File: config.mk
export PLATFORM = sky130hd
export DESIGN_NAME = dev_hold_seq
export DESIGN_NICKNAME = d
export VERILOG_FILES = /design/src/rtl/hold_seq_pkg.sv /design/src/rtl/hold_cfg_regs.sv /design/src/rtl/hold_release_ctr.sv /design/src/rtl/dev_hold_seq.sv
export SDC_FILE = /design/constraint.sdc
export NUM_CORES = 1
export LEC_CHECK = 0
export ABC_AREA = 1
export BUFFER_PORTS_ARGS = -buffer_cell sky130_fd_sc_hd__buf_2
export CAP_MARGIN = 20
export CORE_MARGIN = 2
export CORE_UTILIZATION = 44
export CTS_BUF_LIST = sky130_fd_sc_hd__clkbuf_16
export DETAILED_ROUTE_END_ITERATION = 16
export PLACE_DENSITY = 0.69
export SLEW_MARGIN = 0
export SYNTH_ARGS = -nofsm -noshare
export SYNTH_HDL_FRONTEND = slang
export SYNTH_SLANG_ARGS = --single-unit
File: constraint.sdc
create_clock -name clk -period 1.04 [get_ports clk]
set_input_delay 0.104 -clock clk [delete_from_list [all_inputs] [get_ports clk]]
set_output_delay 0.104 -clock clk [all_outputs]
set_load 0.01 [all_outputs]
File: src/rtl/hold_seq_pkg.sv
// Shared constants and types for the device bus strobe release sequencer.
// Assumes nothing beyond IEEE 1800-2017 synthesizable subsets.
package hold_seq_pkg;
    localparam int HOLD_W_DEF = 3;
    localparam int WDH_RST_DEF = 7;
    localparam int CSH_RST_DEF = 3;
    localparam int NUM_CH = 2;

    // Release channels: each owns one held output and one countdown.
    typedef enum logic [0:0] {
        CH_SEL = 1'b0,
        CH_BUF = 1'b1
    } hold_ch_e;
endpackage

File: src/rtl/hold_cfg_regs.sv
// Holds the two hold-time settings.
// Loads both on a write strobe and reads them back unchanged.
// Assumes a synchronous active-low reset.
module hold_cfg_regs #(
    parameter int HW      = 3,
    parameter int WDH_RST = 7,
    parameter int CSH_RST = 3
) (
    input  logic          clk,
    input  logic          rst_n,
    input  logic          wr,
    input  logic [HW-1:0] wdh_in,
    input  logic [HW-1:0] csh_in,
    output logic [HW-1:0] wdh_q,
    output logic [HW-1:0] csh_q
);
    localparam logic [HW-1:0] WDH_INIT = HW'(WDH_RST);
    localparam logic [HW-1:0] CSH_INIT = HW'(CSH_RST);

    // Setting storage: reset defaults, replaced on write.
    always_ff @(posedge clk) begin
        if (!rst_n) begin
            wdh_q <= WDH_INIT;
            csh_q <= CSH_INIT;
        end else if (wr) begin
            wdh_q <= wdh_in;
            csh_q <= csh_in;
        end
    end
endmodule

File: src/rtl/hold_release_ctr.sv
// One release channel: an output flop plus a countdown.
// The output is set on arm. On load it stays up for hold_val more edges,
// and a hold_val of zero drops it on the load edge. abort clears it at once.
// Assumes arm, load and abort are never asserted together except abort+load,
// where abort wins.
module hold_release_ctr #(
    parameter int HW = 3
) (
    input  logic          clk,
    input  logic          rst_n,
    input  logic          arm,
    input  logic          load,
    input  logic [HW-1:0] hold_val,
    input  logic          tick,
    input  logic          abort,
    output logic          held
);
    logic [HW-1:0] cnt;

    // Channel state: arm, load countdown, count down, or abort.
    always_ff @(posedge clk) begin
        if (!rst_n) begin
            held <= 1'b0;
            cnt  <= '0;
        end else if (abort) begin
            held <= 1'b0;
            cnt  <= '0;
        end else if (arm) begin
            held <= 1'b1;
            cnt  <= '0;
        end else if (load) begin
            held <= held && (hold_val != '0);
            cnt  <= hold_val;
        end else if (tick && held) begin
            cnt <= cnt - 1'b1;
            if (cnt == HW'(1)) begin
                held <= 1'b0;
            end
        end
    end
endmodule

File: src/rtl/dev_hold_seq.sv
// Device bus strobe release sequencer.
// Drives select, strobes, buffer enable and data drive for one transaction.
// The select and the buffer enable are released by independent hold
// countdowns that start at the strobe drop. period_done releases all outputs.
// Assumes the primary cycle counter lives outside and pulses period_done.
module dev_hold_seq
    import hold_seq_pkg::*;
#(
    parameter int HW      = HOLD_W_DEF,
    parameter int WDH_RST = WDH_RST_DEF,
    parameter int CSH_RST = CSH_RST_DEF
) (
    input  logic          clk,
    input  logic          rst_n,
    input  logic          cfg_wr,
    input  logic [HW-1:0] cfg_wdh_wr,
    input  logic [HW-1:0] cfg_csh_wr,
    output logic [HW-1:0] cfg_wdh_rd,
    output logic [HW-1:0] cfg_csh_rd,
    input  logic          txn_start,
    input  logic          txn_write,
    input  logic          strobe_end,
    input  logic          period_done,
    output logic          wr_en_o,
    output logic          rd_en_o,
    output logic          cs_o,
    output logic          buf_oe_o,
    output logic          data_drv_o,
    output logic          busy_o
);
    logic          we_q;
    logic          oe_q;
    logic          strobe_on;
    logic          accept;
    logic          abort;
    logic          load;
    logic [NUM_CH-1:0]  ch_arm;
    logic [NUM_CH-1:0]  ch_held;
    logic [HW-1:0] ch_val [NUM_CH];

    hold_cfg_regs #(
        .HW     (HW),
        .WDH_RST(WDH_RST),
        .CSH_RST(CSH_RST)
    ) u_cfg (
        .clk   (clk),
        .rst_n (rst_n),
        .wr    (cfg_wr),
        .wdh_in(cfg_wdh_wr),
        .csh_in(cfg_csh_wr),
        .wdh_q (cfg_wdh_rd),
        .csh_q (cfg_csh_rd)
    );

    // Control decode: accept only when idle, abort only when busy.
    always_comb begin
        strobe_on = we_q || oe_q;
        accept    = txn_start && !busy_o;
        abort     = period_done && busy_o;
        load      = strobe_end && strobe_on && !period_done;
        ch_arm[CH_SEL] = accept;
        ch_arm[CH_BUF] = accept && txn_write;
        ch_val[CH_SEL] = cfg_csh_rd;
        ch_val[CH_BUF] = cfg_wdh_rd;
    end

    // Direction strobes: raised on accept, dropped on strobe end or expiry.
    always_ff @(posedge clk) begin
        if (!rst_n) begin
            we_q <= 1'b0;
            oe_q <= 1'b0;
        end else if (accept) begin
            we_q <= txn_write;
            oe_q <= !txn_write;
        end else if (strobe_end || period_done) begin
            we_q <= 1'b0;
            oe_q <= 1'b0;
        end
    end

    for (genvar g = 0; g < NUM_CH; g++) begin : g_ch
        hold_release_ctr #(.HW(HW)) u_ctr (
            .clk     (clk),
            .rst_n   (rst_n),
            .arm     (ch_arm[g]),
            .load    (load),
            .hold_val(ch_val[g]),
            .tick    (!strobe_on),
            .abort   (abort),
            .held    (ch_held[g])
        );
    end

    // Output mapping: buffer enable and data drive share one release.
    always_comb begin
        wr_en_o    = we_q;
        rd_en_o    = oe_q;
        cs_o       = ch_held[CH_SEL];
        buf_oe_o   = ch_held[CH_BUF];
        data_drv_o = ch_held[CH_BUF];
        busy_o     = strobe_on || (ch_held != '0);
    end
endmodule

### Yosys cells after proc, flatten, opt, wreduce, memory -nomap -nowiden

Index checks and enable logic that the tools add are counted.
W data, S select, Z words.

* flip-flop bits (word level): 16
* bits of input ports: 13
* logic and storage cells: 59

* bitwise gates (word level): 1
* equal/unequal tests: 2
* add/subtract/negate cells: 2
* multiplexer cells: 15
* reductions and logical operators: 31

Operators by type and width (count)
* $reduce_bool A3 Y1: 6
* $mux W3: 4
* $mux W1: 11
* $logic_and A1 B1 Y1: 9
* $reduce_bool A2 Y1: 4
* $eq A3 B1 Y1 const B: 2
* $reduce_or A3 Y1: 2
* $sub A3 B1 Y3 const B: 2
* $logic_not A1 Y1: 4
* $reduce_and A2 Y1: 2
* $logic_or A1 B1 Y1: 3
* $reduce_or A2 Y1: 1
* $not A1 Y1: 1

### Logic depth before layout (Yosys ltp)

* depth after elaboration: 7
* gate-level depth with buffers: 9

### Modules after synthesis

From an unflattened synthesis, not the netlist that was laid out.

* cells, all modules: 142
* area total of the unflattened synthesis: 919.6 um^2

Modules (own cells, without submodules)
* hold_release_ctr: cells an instance 47, area an instance 284.0 um^2, instances 2
* hold_cfg_regs: cells an instance 28, area an instance 210.2 um^2, instances 1
* dev_hold_seq: cells an instance 20, area an instance 141.4 um^2, instances 1

### Worst setup path before layout

Ideal clock, no wire load.

* kind: reg2reg
* start: reg oe_q (netlist: rd_en_o)
* end: reg g_ch[1].u_ctr.cnt[0]
* setup time: 0.115 ns
* path slack: -0.060 ns
* arrival: 0.985 ns
* stages on the path, launching flop included: 6
* data required time: 0.925 ns
* cells stage by stage: dfxtp_1 nor2_4 nor2_2 nand2_1 a21oi_1 nor2_1

* cells in the longest elaborated chain, start to end: 6

Ends and longest elaborated chain
* start, declared: line dev_hold_seq.sv:32 `logic oe_q;`
* start signal, assigned: line dev_hold_seq.sv:74 `oe_q <= !txn_write;`
* $logic_or A1 B1 Y1 (*): line dev_hold_seq.sv:57 `strobe_on = we_q || oe_q;`
* $logic_or A1 B1 Y1: line dev_hold_seq.sv:101 `busy_o = strobe_on || (ch_held != '0);`
* $logic_not A1 Y1: line dev_hold_seq.sv:58 `accept = txn_start && !busy_o;`
* $logic_and A1 B1 Y1: line dev_hold_seq.sv:58
* $logic_and A1 B1 Y1: line dev_hold_seq.sv:62 `ch_arm[CH_BUF] = accept && txn_write;`
* $reduce_or A3 Y1 (no source line)
* end signal, assigned: line hold_release_ctr.sv:33 `cnt <= hold_val;`
* end signal, assigned: line hold_release_ctr.sv:35 `cnt <= cnt - 1'b1;`
* end, declared: line hold_release_ctr.sv:18 `logic [HW-1:0] cnt;`

Every way passes the cells marked *; elsewhere a longest branch is shown, timed or not.
A chain may end at the register's enable or synchronous reset.

### Worst setup path in the final report

* start: reg oe_q (netlist: rd_en_o)
* end: reg g_ch[1].u_ctr.cnt[2]

The elaborated chain is that of the path after synthesis.

==> qor.log <==
INFO  status         status=finished, violations left
INFO  status         violations_in_the_final_reports=negative setup slack
INFO  yosys          synthTopCellsByArea=dfxtp_1, nand2_1, inv_1, nand3_1, a21oi_1
INFO  yosys          syn-instance-count=148
INFO  layout         layout.cells.most_common_list=nand2_1, inv_1, buf_2
INFO  critical_path  worst_ep_arrival_time=1.40ns
INFO  clock_network  tritoncts.num_buffers=3
INFO  yosys          synth-warning-count=0
INFO  floorplan      fp.dieW=50.6um
INFO  global_routing gr-usage-all-layers=22.3%
INFO  flow_run       drv_cap=0
INFO  clock_network  clk-insertion-delay-late=0.25ns
INFO  sta            slew_headroom=81.3%
INFO  floorplan      die_area=2560um^2
INFO  yosys          mean_cell_area_of_the_mapped_netlist=6.47um^2
INFO  layout         final_design_area_no_fill=1420um^2
INFO  critical_path  highest_fanout_seen_on_the_critical_path=6
INFO  floorplan      pin_count=25
INFO  layout         layout-drive-gt1-share=42.6%
INFO  clock_network  cts_sinks=16
INFO  floorplan      die-height=50.6um
INFO  layout         finish.cell_count_without_fillers=217
INFO  layout         leading_cell_type_in_the_layout_fill_and_taps_excluded=nand2_1
INFO  drt            drcViolationCount=0
INFO  yosys          synth.cell_area=957um^2
INFO  drt            drt_wl_total=2.65mm
INFO  layout         flow.area_growth_from_synthesis=48.4%
INFO  clock_network  clk_path_buf_depth=2
INFO  pwr            pwr-share-comb=36.9%
INFO  sta            fin_hold_ws=0.0641ns
INFO  drt            final_antenna_net_count=0
INFO  pwr            clock_power_share=32.1%
INFO  critical_path  critPathKind=register to register
INFO  sta            setup-violations-final=11
INFO  critical_path  critPathRequiredTime=1.22ns
INFO  drt            viasPerCell=4.88
INFO  yosys          synthDominantAreaCellType=dfxtp_1
INFO  sta            finalClockSkew=0.00184ns
INFO  global_routing grt_pass1_vias=1,011
INFO  drt            dr.pass1.iters=4
INFO  sta            unrepaired_setup_endpoints_after_global_routing=yes
INFO  pwr            sw_frac_of_total=32.6%
INFO  clock_network  htree_levels=1
INFO  placement      port_buffers=24
INFO  floorplan      initial_utilization=47.8%
INFO  global_routing global_route.overflow_total=0
INFO  drt            detail_route.wl_per_cell=12.2um
INFO  pwr            seq_power_share=31.0%
INFO  sta            worst_pin_slew=0.280ns
INFO  floorplan      floorplan.core_area=2000um^2
INFO  pwr            total_switching_power=0.779mW
INFO  yosys          yosysSeqAreaShare=33.5%
INFO  sta            finalCritPeriodShare=118%
INFO  pwr            p_leak=0.744nW
INFO  layout         finalNetCount=208
INFO  yosys          ys_seq_elements=16
INFO  yosys          synth_largest_type_area_fraction=33.5%
INFO  placement      routabilityCongestion=0.797
INFO  sta            timing.fmax=0.818GHz
INFO  drt            detail_route.iter0.violations=18
INFO  clock_network  clock-root-buffer=clkbuf_16
INFO  sta            finalWorstSetupSlack=-0.183ns
INFO  pwr            powerDensity=1680nW/um^2
INFO  global_routing grt_first_pass_wirelength=4.26mm
INFO  global_routing grt_max_degree=11
INFO  layout         antenna-diode-count=0
INFO  clock_network  clkSlewWorstSetupHoldPaths=0.05ns
INFO  yosys          mappedNetlistNets=165
INFO  clock_network  tritoncts=built
INFO  floorplan      std_cell_rows=16
INFO  critical_path  worst_setup_path_start_kind=register
INFO  placement      placedInstanceArea=1200um^2
INFO  placement      hpwlAfterDp=1.77mm
INFO  pwr            cellInternalPower=1.61mW
INFO  sta            finalCriticalPeriod=1.22ns
INFO  sta            final-max-slew-violation-count=0
INFO  critical_path  worst_setup_path_end_kind=register
INFO  drt            num_vias=1,059
INFO  layout         count_of_fill_cells_added_during_filler_insertion=172
INFO  sta            timing.final.hold_violations=0
INFO  global_routing grt_antenna_before_repair=0
INFO  pwr            ir_drop=1320uV
INFO  hold_path      min_path_type=input port to register
INFO  yosys          yosysUniqueCellTypes=19
INFO  placement      numPlacedInstances=206
-- stage by stage --
stage	worst slack (ns)	utilization, %	setup TNS, ns	total power [mW]
after floorplan	-0.0105	-	-0.0122	1.17
after global routing	-0.251	70.9	-2.25	2.51
after CTS	-0.156	65.9	-1.13	2.26
final	-0.183	70.9	-1.52	2.39
after detailed placement	-0.0984	59.8	-0.660	1.43
after global placement	-0.0907	59.8	-0.545	1.41
-- Yosys cell counts, drive strengths merged --
cell type  number
nor2           14
a21oi          13
o21ai           5
inv            29
nand2          46
nand3          14
clkbuf          1
buf             2
nand3b          2
dfxtp          16
nand4           2
ha              4
-- worst max-delay path: stages (launching register included) --
cell and delay (ns):
dfxtp_4 0.37, nor2_4 0.05, buf_6 0.11, buf_12 0.13
nor2_4 0.19, nand2_1 0.08, nand2_1 0.06, inv_1 0.04
a21oi_1 0.13
-- layout make-up --
| type | instances | area, um^2 | share of cell area [%] |
|---|---|---|---|
| inverter | 29 | 109 | 7.67 |
| clock inverter | 1 | 3.75 | 0.264 |
| multi-input combinational | 101 | 591 | 41.6 |
| timing repair buffer | 40 | 274 | 19.3 |
| tap | 27 | 33.8 | 2.38 |
| sequential | 16 | 334 | 23.5 |
| clock buffer | 3 | 75.1 | 5.29 |
-- layer usage --
| layer | global-route usage (%) | share of wire (%) | vias up |
|---|---|---|---|
| met5 | 0 | 0 | - |
| met4 | 10.8 | 2.1 | 0 |
| met3 | 3.87 | 5.5 | 6 |
| met2 | 38.2 | 47 | 33 |
| met1 | 26.9 | 45 | 477 |
| li1 | - | - | 543 |
-- cells by family (layout without fill, tap and decap cells) --
logic type	Yosys count	after routing	synth area share, %
and+or+nand+nor	78	79	37.0
AOI/OAI and AO/OA	18	18	10.6
adders and majority gates	4	4	5.23
buffers and inverters	32	73	13.7
DFF	16	16	33.5
-- flip-flops by register name, summed over array words and instances, names as in the netlist --
register,cells
g_ch.u_ctr.cnt,6
g_ch.u_ctr.held,2
wr_en_o,1
u_cfg.csh_q,3
rd_en_o,1
u_cfg.wdh_q,3
-- power by group through the flow --
stage | Sequential, mW | Clock [mW] | Combinational (mW)
after detailed placement | 0.750 | 0 | 0.682
after global routing | 0.750 | 0.794 | 0.964
after floorplan | 0.772 | 0 | 0.398
after global placement | 0.746 | 0 | 0.668
after CTS | 0.740 | 0.778 | 0.743
final | 0.742 | 0.767 | 0.883
-- repair_timing --
action                     4_1_cts  5_1_grt
gates cloned                     1        0
buffers inserted                 4        2
hold buffers                     0        0
resized for setup                5       25
pin swaps                        5       10
setup endpoints to repair       10       11
-- path summary, 6_finish.rpt --
kind	from	end	slack, ns	cells after the start
max	rd_en_o	g_ch[1].u_ctr.cnt[2]	-0.18	8
max reg2reg	rd_en_o	g_ch[1].u_ctr.cnt[2]	-0.18	8
min	cfg_wdh_wr[1]	u_cfg.wdh_q[1]	0.06	3
min reg2reg	g_ch[0].u_ctr.cnt[1]	g_ch[0].u_ctr.cnt[1]	0.47	2
Power figures use the tool's default switching activity.
